===== src/rtl/sdwf_pkg.sv =====
package sdwf_pkg;

    typedef logic [7:0]  byte_t;
    typedef logic [31:0] word_t;

    // gathering state for bytes arriving from the card
    typedef struct packed {
        logic [1:0] idx;
        word_t      acc;
    } pack_t;

    // draining state for bytes leaving toward the card
    typedef struct packed {
        logic [1:0] left;
        word_t      sh;
    } unpack_t;

    // place one byte into lane idx of a word, lane 0 being bits 7:0
    function automatic word_t lane_insert(word_t acc, logic [1:0] idx, byte_t b);
        word_t r;
        r = acc;
        r[idx*8 +: 8] = b;
        return r;
    endfunction

endpackage


===== src/rtl/sdwf_ring.sv =====
module sdwf_ring #(
    parameter int DEPTH = 16
) (
    input  logic                       clk,
    input  logic                       rst,
    input  logic                       push,
    input  sdwf_pkg::word_t            push_data,
    input  logic                       pop,
    output sdwf_pkg::word_t            head,
    output logic [$clog2(DEPTH):0]     level,
    output logic                       full,
    output logic                       empty
);
    import sdwf_pkg::*;

    localparam int PTR_W = $clog2(DEPTH);
    localparam int LVL_W = PTR_W + 1;

    word_t             mem [DEPTH];
    logic [PTR_W-1:0]  rd_ptr;
    logic [PTR_W-1:0]  wr_ptr;
    logic [LVL_W-1:0]  cnt;
    logic              do_push;
    logic              do_pop;

    always_comb begin
        empty   = (cnt == '0);
        full    = (cnt == LVL_W'(DEPTH));
        do_pop  = pop && !empty;
        do_push = push && (!full || do_pop);
        head    = empty ? '0 : mem[rd_ptr];
        level   = cnt;
    end

    always_ff @(posedge clk) begin
        if (rst) begin
            rd_ptr <= '0;
            wr_ptr <= '0;
            cnt    <= '0;
        end else begin
            if (do_push) wr_ptr <= wr_ptr + 1'b1;
            if (do_pop)  rd_ptr <= rd_ptr + 1'b1;
            case ({do_push, do_pop})
                2'b10:   cnt <= cnt + 1'b1;
                2'b01:   cnt <= cnt - 1'b1;
                default: cnt <= cnt;
            endcase
        end
    end

    always_ff @(posedge clk) begin
        if (do_push) mem[wr_ptr] <= push_data;
    end

endmodule


===== src/rtl/sdwf_pack.sv =====
module sdwf_pack (
    input  logic             clk,
    input  logic             rst,
    input  logic             restart,
    input  logic             active,
    input  logic             fifo_full,
    input  logic             last_byte,
    input  logic             rx_valid,
    input  sdwf_pkg::byte_t  rx_data,
    output logic             rx_ready,
    output logic             take,
    output logic             push,
    output sdwf_pkg::word_t  push_word
);
    import sdwf_pkg::*;

    pack_t st;

    always_comb begin
        rx_ready  = active && !fifo_full;
        take      = rx_valid && rx_ready;
        push_word = lane_insert(st.acc, st.idx, rx_data);
        push      = take && ((st.idx == 2'd3) || last_byte);
    end

    always_ff @(posedge clk) begin
        if (rst || restart) begin
            st <= '0;
        end else if (take) begin
            if (push) begin
                st <= '0;
            end else begin
                st.acc <= push_word;
                st.idx <= st.idx + 2'd1;
            end
        end
    end

endmodule


===== src/rtl/sdwf_unpack.sv =====
module sdwf_unpack (
    input  logic             clk,
    input  logic             rst,
    input  logic             restart,
    input  logic             active,
    input  logic             fifo_empty,
    input  sdwf_pkg::word_t  head_word,
    input  logic             tx_ready,
    output logic             tx_valid,
    output sdwf_pkg::byte_t  tx_data,
    output logic             take,
    output logic             pop
);
    import sdwf_pkg::*;

    unpack_t st;
    logic    mid_word;

    always_comb begin
        mid_word = (st.left != 2'd0);
        tx_valid = active && (mid_word || !fifo_empty);
        tx_data  = mid_word ? st.sh[7:0] : head_word[7:0];
        take     = tx_valid && tx_ready;
        pop      = take && !mid_word;
    end

    always_ff @(posedge clk) begin
        if (rst || restart) begin
            st <= '0;
        end else if (take) begin
            if (mid_word) begin
                st.sh   <= st.sh >> 8;
                st.left <= st.left - 2'd1;
            end else begin
                st.sh   <= head_word >> 8;
                st.left <= 2'd3;
            end
        end
    end

endmodule


===== src/rtl/sdwf_count.sv =====
module sdwf_count #(
    parameter int SZ_W  = 12,
    parameter int CNT_W = 9
) (
    input  logic             clk,
    input  logic             rst,
    input  logic             size_we,
    input  logic [SZ_W-1:0]  size_in,
    input  logic             cnt_we,
    input  logic [CNT_W-1:0] cnt_in,
    input  logic             step,
    input  logic             blk_arm,
    input  logic             blk_en,
    output logic             last_byte,
    output logic             done,
    output logic             blk_done
);
    localparam int REM_W = SZ_W + CNT_W;

    logic [SZ_W-1:0]  bsize;
    logic [SZ_W-1:0]  blk_left;
    logic [REM_W-1:0] rem;
    logic             boundary;

    always_comb begin
        done      = (rem == '0);
        last_byte = (rem == REM_W'(1));
        boundary  = (blk_left == SZ_W'(1));
    end

    always_ff @(posedge clk) begin
        if (rst) begin
            bsize    <= '0;
            blk_left <= '0;
            rem      <= '0;
            blk_done <= 1'b0;
        end else begin
            blk_done <= step && !done && blk_arm && blk_en
                        && (bsize != '0) && boundary;
            if (size_we) bsize <= size_in;
            if (cnt_we) begin
                rem      <= REM_W'(cnt_in) * REM_W'(bsize);
                blk_left <= bsize;
            end else if (step && !done) begin
                rem <= rem - 1'b1;
                if (blk_left <= SZ_W'(1)) blk_left <= bsize;
                else                       blk_left <= blk_left - 1'b1;
            end
        end
    end

endmodule


===== src/rtl/sd_word_fifo.sv =====
module sd_word_fifo #(
    parameter int DEPTH = 16,
    parameter int SZ_W  = 12,
    parameter int CNT_W = 9
) (
    input  logic                    clk,
    input  logic                    rst,
    input  logic                    host_wr,
    input  logic [31:0]             host_wdata,
    input  logic                    host_rd,
    output logic [31:0]             host_rdata,
    input  logic                    size_we,
    input  logic [SZ_W-1:0]         size_in,
    input  logic                    cnt_we,
    input  logic [CNT_W-1:0]        cnt_in,
    input  logic                    to_card,
    input  logic                    blk_irq_en,
    input  logic                    rx_valid,
    input  logic [7:0]              rx_data,
    output logic                    rx_ready,
    output logic                    tx_valid,
    output logic [7:0]              tx_data,
    input  logic                    tx_ready,
    output logic [$clog2(DEPTH):0]  fifo_level,
    output logic                    blk_done,
    output logic                    xfer_done
);
    import sdwf_pkg::*;

    word_t head;
    word_t pk_word;
    word_t push_data;
    logic  full, empty;
    logic  pk_take, pk_push;
    logic  up_take, up_pop;
    logic  last_byte, done;
    logic  push, pop, step;

    always_comb begin
        push       = pk_push || host_wr;
        push_data  = pk_push ? pk_word : host_wdata;
        pop        = up_pop || host_rd;
        step       = pk_take || up_take;
        host_rdata = head;
        xfer_done  = done;
    end

    sdwf_ring #(.DEPTH(DEPTH)) u_ring (
        .clk(clk), .rst(rst),
        .push(push), .push_data(push_data), .pop(pop),
        .head(head), .level(fifo_level), .full(full), .empty(empty)
    );

    sdwf_pack u_pack (
        .clk(clk), .rst(rst), .restart(cnt_we),
        .active(!to_card && !done), .fifo_full(full), .last_byte(last_byte),
        .rx_valid(rx_valid), .rx_data(rx_data), .rx_ready(rx_ready),
        .take(pk_take), .push(pk_push), .push_word(pk_word)
    );

    sdwf_unpack u_unpack (
        .clk(clk), .rst(rst), .restart(cnt_we),
        .active(to_card && !done), .fifo_empty(empty), .head_word(head),
        .tx_ready(tx_ready), .tx_valid(tx_valid), .tx_data(tx_data),
        .take(up_take), .pop(up_pop)
    );

    sdwf_count #(.SZ_W(SZ_W), .CNT_W(CNT_W)) u_count (
        .clk(clk), .rst(rst),
        .size_we(size_we), .size_in(size_in),
        .cnt_we(cnt_we), .cnt_in(cnt_in),
        .step(step), .blk_arm(to_card), .blk_en(blk_irq_en),
        .last_byte(last_byte), .done(done), .blk_done(blk_done)
    );

endmodule


===== config.mk =====
export PLATFORM = sky130hd
export DESIGN_NAME = sd_word_fifo
export DESIGN_NICKNAME = d
export VERILOG_FILES = /design/src/rtl/sdwf_pkg.sv /design/src/rtl/sdwf_ring.sv /design/src/rtl/sdwf_pack.sv /design/src/rtl/sdwf_unpack.sv /design/src/rtl/sdwf_count.sv /design/src/rtl/sd_word_fifo.sv
export SDC_FILE = /design/constraint.sdc
export NUM_CORES = 1
export LEC_CHECK = 0
export ABC_AREA = 1
export BUFFER_PORTS_ARGS = -buffer_cell sky130_fd_sc_hd__buf_2
export CORE_ASPECT_RATIO = 2
export CORE_MARGIN = 3
export CORE_UTILIZATION = 35
export DETAILED_ROUTE_END_ITERATION = 12
export GPL_TIMING_DRIVEN = 0
export MAX_ROUTING_LAYER = met4
export PLACE_DENSITY = 0.49
export SLEW_MARGIN = 5
export SYNTH_ARGS = -nofsm -noshare
export SYNTH_HDL_FRONTEND = slang
export SYNTH_SLANG_ARGS = --single-unit

===== constraint.sdc =====
create_clock -name clk -period 10.2 [get_ports clk]
set_input_delay 0 -clock clk [delete_from_list [all_inputs] [get_ports clk]]
set_output_delay 0 -clock clk [all_outputs]
set_load 0.02 [all_outputs]

# Yosys cells after proc, flatten, opt, wreduce, memory -nomap -nowiden
# Memories as Yosys holds them, arrays and structs flattened. A register that Yosys moved wholly into a read port is not among the register bits.
# Index checks and enable logic that the tools add are counted.
# word_totals
reg_bits	127
latchBits	0
ramBits	512
romBits	0
inputBits	71
output_inout_bits	49
word_cells	80
n_memories	1
# op_classes
add_sub_neg	9
n_mul	1
div_mod_pow	0
order_cmp	1
n_eq_ne	6
shift	2
muxes	16
bitwise	0
reduce_logical	33
# memory_table
memory	depth	word_bits	rd	rd_clocked_by_memory_dff	write_ports	line	rtl
u_ring.mem	16	32	1	1	1	sdwf_ring.sv:19	word_t mem [DEPTH];
# ops
op	n
34-bit two-way mux	2
32-bit two-way mux	2
21-bit two-way mux	2
12-bit two-way mux	3
5-bit negation with 34-bit output	1
8-bit by 34-bit variable shift with 32-bit output, first input constant	1
8-bit by 34-bit variable part select with 32-bit output	1
32-bit bitwise mux	1
21-bit by 1-bit == test with 1-bit output, second input constant	1
21-bit logical NOT	1
9-bit by 12-bit multiplier with 21-bit output	1
21-bit by 1-bit subtractor with 21-bit output, second input constant	1
1-bit logical AND	15
12-bit by 1-bit == test with 1-bit output, second input constant	1
12-bit by 1-bit less-or-equal comparator with 1-bit output, second input constant	1
12-bit nonzero test	1
12-bit by 1-bit subtractor with 12-bit output, second input constant	1
5-bit one-hot mux with 2 select lines	1
4-bit by 1-bit adder with 4-bit output, second input constant	2
4-bit two-way mux	2
8-bit two-way mux	1
1-bit logical OR	7
2-bit nonzero test	3
5-bit by 1-bit adder with 5-bit output, second input constant	1
other kinds (9)	15

# Longest topological paths before layout
# logic_depth
ltp_word	12
depth_mapped	23
depth_no_buf	22

# Modules after synthesis
# A second synthesis with hierarchy kept.
# hier_totals
hier_cells	3438
area_unflattened_um2	31630.3
# modules_own_cells
mod	instances	cells_each	area_per_inst_um2	seq_area_each_um2
sdwf_ring	1	1776	21317.9	15715.1
sdwf_count	1	1013	6558.8	920.9
sdwf_pack	1	296	1870.5	680.7
sdwf_unpack	1	243	1418.9	520.5
sd_word_fifo	1	110	464.2	0.0

# Worst setup path after synthesis
# Ideal clock, no wire load.
# synth_timing
path_kind	reg-to-reg
startpoint	reg u_count.bsize[0]
endpoint	reg u_count.rem[13]
setup_time_ps	122
t_arrival_ps	4064
t_required_ps	10078
setup_slack_ps	6015
stages_incl_launch_ff	19
n_path_buf	1
period_less_slack_ps	4185
cell_sequence	dfxtp_1 > clkbuf_1 > nand2_1 > fa_1 > fa_1 > inv_1 > fa_1 > inv_1 > fa_1 > inv_1 > ha_1 > a21oi_1 > inv_1 > o21ai_0 > nand3_1 > nand2_1 > nand2_1 > o21ai_0 > a21oi_1
# synth_via
elab_chain_len	2
# synth_rtl
element	line	rtl
from (decl)	sdwf_count.sv:20	logic [SZ_W-1:0] bsize;
from (signal assigned)	sdwf_count.sv:40	if (size_we) bsize <= size_in;
9-bit by 12-bit multiplier with 21-bit output	sdwf_count.sv:42	rem <= REM_W'(cnt_in) * REM_W'(bsize);
21-bit two-way mux	sdwf_count.sv:41	if (cnt_we) begin
to (signal assigned)	sdwf_count.sv:42	
to (signal assigned)	sdwf_count.sv:45	rem <= rem - 1'b1;
to (decl)	sdwf_count.sv:22	logic [REM_W-1:0] rem;
# No other way between the ends.
# A chain may end at the register's enable or synchronous reset.

# Worst setup path after layout
# layout_timing
startpoint	reg u_count.bsize[5]
endpoint	reg u_count.rem[12]
# The elaborated chain is that of the path after synthesis.

==> reports/qor.txt <==
Status - complete, no violations
Die ar. - 91480 um2
Synthesis-stage register bit count - 635
Detail Placement HPWL - 89.33 mm
Delay-heaviest family, CP - adder cells
Worst-Margin Slew - 1.250 ns
Wirelength per Cell - 25.42 um
Gp weighted congestion - 0.9279
CTS tree - built
Max transition margin - 16.33%
RR Startpoint - u_count.bsize[5]
Maxcap violations - 0
Worst hold path class - in2reg
Peak per-stage delay on the critical path - 0.62 ns
Data arrival, critical path - 5.93 ns
CP dominant cell by count - nand2_1
Placed insts - 4422
Total Power - 8.559 mW
Number of global-route vias before repair - 24.62k
Final setup fails - 0
Synth top area share - 50.10%
Post-CTS setup buffers - 0
Final net count - 3577
Max Buffers Root-to-Sink - 3
DR pass1 iterations - 8
Row count - 153
CTS Root Cell - clkbuf_16
Crit start category - register
Final period util - 52.55%
Clock slew at reported path FFs - 0.08 ns
Bufs and invs on worst path - 4
H-tree depth - 2
I/O Pins - 120
Ys flop type - edfxtp_1
Peak Freq - 186.6 MHz
Layout cells sized above 1 - 9.442%
Via count - 24.10k
Grt total ovfl - 0
Synth cell types - 45
Tmin final - 5.360 ns
Maximum vdd ir drop - 147.1 uV
Die width - 215.4 um
P_leak - 13.96 nW
Fin. Hold Viols - 0
Buffers on Ports - 117
Yosys warning total - 0
Comb pwr share - 38.1%
Fin. max-slew vios - 0
Largest net degree at the start of global routing - 20
Initial DRC count - 1592
Clk_lat worst skew - 0.65 ns
# DRC - 0
Sw power - 3.510 mW
FFs w/ async S/R, synth - 0%
Avg Synthesized Cell Area - 9.883 um2
CP cell instances - clkbuf_1 -> nand2_1 -> fa_1 -> inv_1 -> fa_1 -> inv_1 -> fa_1 -> fa_1 -> inv_1 -> ha_1 -> a21oi_1 -> nand2_1 -> nand2_1 -> nand3_1 -> xor2_1 -> o21ai_0 -> nand2_1 -> nand2_1 -> nor2_1
Mean number of vias per cell - 5.239
Unrepaired setup endpoints after global routing - false
Sink Count - 635
CP max stage cell - clkbuf_1
CTS Buf Count - 56
Synth Net Count - 3308
Worst EP required - 10.77 ns
Clock share of power - 27.2%
Initial antenna violation count - 13
Commonest non-fill, non-tap cells in the layout - 546 x nand2_1, 512 x edfxtp_1, 385 x nor2_1
Core area - 86910 um2
Seq/Total Area, Yosys - 58.13%
Post-synth EDFFs - 512
Synth area leaders - edfxtp_1 50%, dfxtp_1 8.0%, nand2_1 6.7%, o21ai_0 5.0%, nor2_1 4.9%
Sw Ratio - 41.01%
Cells after Synth - 3105
Internal power - 5.048 mW
Post-Syn Area - 30690 um2
Hold Startpoint - rx_valid
CP max FO - 10
Most common cell after layout, fill and taps aside - nand2_1
Cell Pwr Density - 237.5 nW/um2
Worst setup path start - u_count.bsize[5]
Final Non-Filler Cells - 4599
Critical path type - reg2reg
CP endpoint kind - register
Antenna violation net count after detailed routing - 0
Fin Clk Skew - 0.03378 ns
Die Y - 424.7 um
Starting Density - 35.31%
Total track usage - 25.91%
Total negative slack - 0 ns
Reg power frac - 34.7%
Cell taking the most area after synthesis - edfxtp_1
Area Growth Syn to Fin - 17.45%
First-pass GRT wire length - 166.8 mm
Final wirelength - 116.9 mm
[Yosys cell counts (all sizes together), types with 4 or more instances]
cell type / number
inv: 290
nor3: 26
clkbuf: 140
o21ai: 315
o211ai: 33
nor4: 5
nand3: 175
xnor2: 14
xor2: 15
a211oi: 13
fa: 72
o221ai: 56
nand4: 7
nand2: 550
edfxtp: 512
a22oi: 12
buf: 41
o21a: 4
a21oi: 181
dfxtp: 123
ha: 60
o31ai: 8
nor2: 409
o22ai: 28
[sequential cells by signal, indices dropped and copies added, names as in the netlist, named ones only]
register,flops
u_count.blk_done,1
u_count.blk_left,12
u_count.bsize,12
u_count.rem,21
u_pack.st,34
u_ring.level,5
u_ring.mem,512
u_ring.rd_ptr,4
u_ring.wr_ptr,4
u_unpack.st,26
[final cells by class]
type	instances	area, um2
diodes	16	40.04
plain buffers	181	739.5
clock buffers	69	1503
clock inverters	36	459.2
fillers	8761	50870
inverters	292	1096
multi-input cells	1997	11170
flip-flops and latches	635	17840
well taps	1162	1454
repair buffers	211	1744
[kinds of logic (layout without fill, tap and decap cells)]
group	Yosys count	count (layout)	synth area share (%)
simple gates	1178	1178	15.75
compound gates	658	658	12.17
flops	635	635	58.13
buf+inv	473	789	5.982
fa+ha+maj	132	132	7.144
xor+xnor	29	29	0.8277
other cells	0	16	0
[worst paths after layout]
path	to	slack [ns]	cells after the start
worst min-delay path	u_count.rem[13]	0.02	7
worst max-delay path	u_count.rem[12]	4.84	19
worst min register to register	u_pack.st[3]	0.46	2
worst max register to register	u_count.rem[12]	4.84	19
[worst register-to-register path, stage by stage (launching register included)]
cell,delay (ns)
dfxtp_1,0.32
clkbuf_1,0.62
nand2_1,0.18
fa_1,0.57
inv_1,0.05
fa_1,0.50
inv_1,0.05
fa_1,0.46
fa_1,0.54
inv_1,0.04
ha_1,0.37
a21oi_1,0.31
nand2_1,0.25
nand2_1,0.11
nand3_1,0.13
xor2_1,0.40
o21ai_0,0.16
nand2_1,0.10
nand2_1,0.05
nor2_1,0.08
[what timing repair did]
item / CTS / global route
endpoints found under the hold margin: 189 / 0
gates resized for setup: 0 / 0
hold buffers: 56 / 0
[per-layer routing]
layer	vias to the layer above	share of wire [%]	GRT usage, %
met1	11820	33	24.18
met2	787	56	50.29
li1	11190	-	-
met3	299	4.4	3.074
met4	0	7.1	15.05
met5	-	0	-
[metrics by stage]
| stage | hold slack (ns) | setup slack (ns) | utilization, % | area (um2) |
|---|---|---|---|---|
| floorplan | 0.08867 | 6.015 | - | 30690 |
| global placement | 0.2304 | 3.870 | 37.65 | 32730 |
| detailed placement | 0.2272 | 4.840 | 38.52 | 33480 |
| CTS | 0.001073 | 4.854 | 41.42 | 36000 |
| global route | 0.02905 | 4.612 | 41.46 | 36030 |
| finish | 0.02210 | 4.840 | 41.47 | 36040 |
[power by group through the flow]
stage	Clock [mW]	Combinational, mW	Sequential (mW)
floorplan	0	1.87	3.01
global placement	0	3.19	3.03
detailed placement	0	3.23	3.03
CTS	2.35	3.26	2.97
global route	2.44	3.53	2.98
finish	2.33	3.26	2.97
No activity file was read; power rests on OpenSTA's default activity.
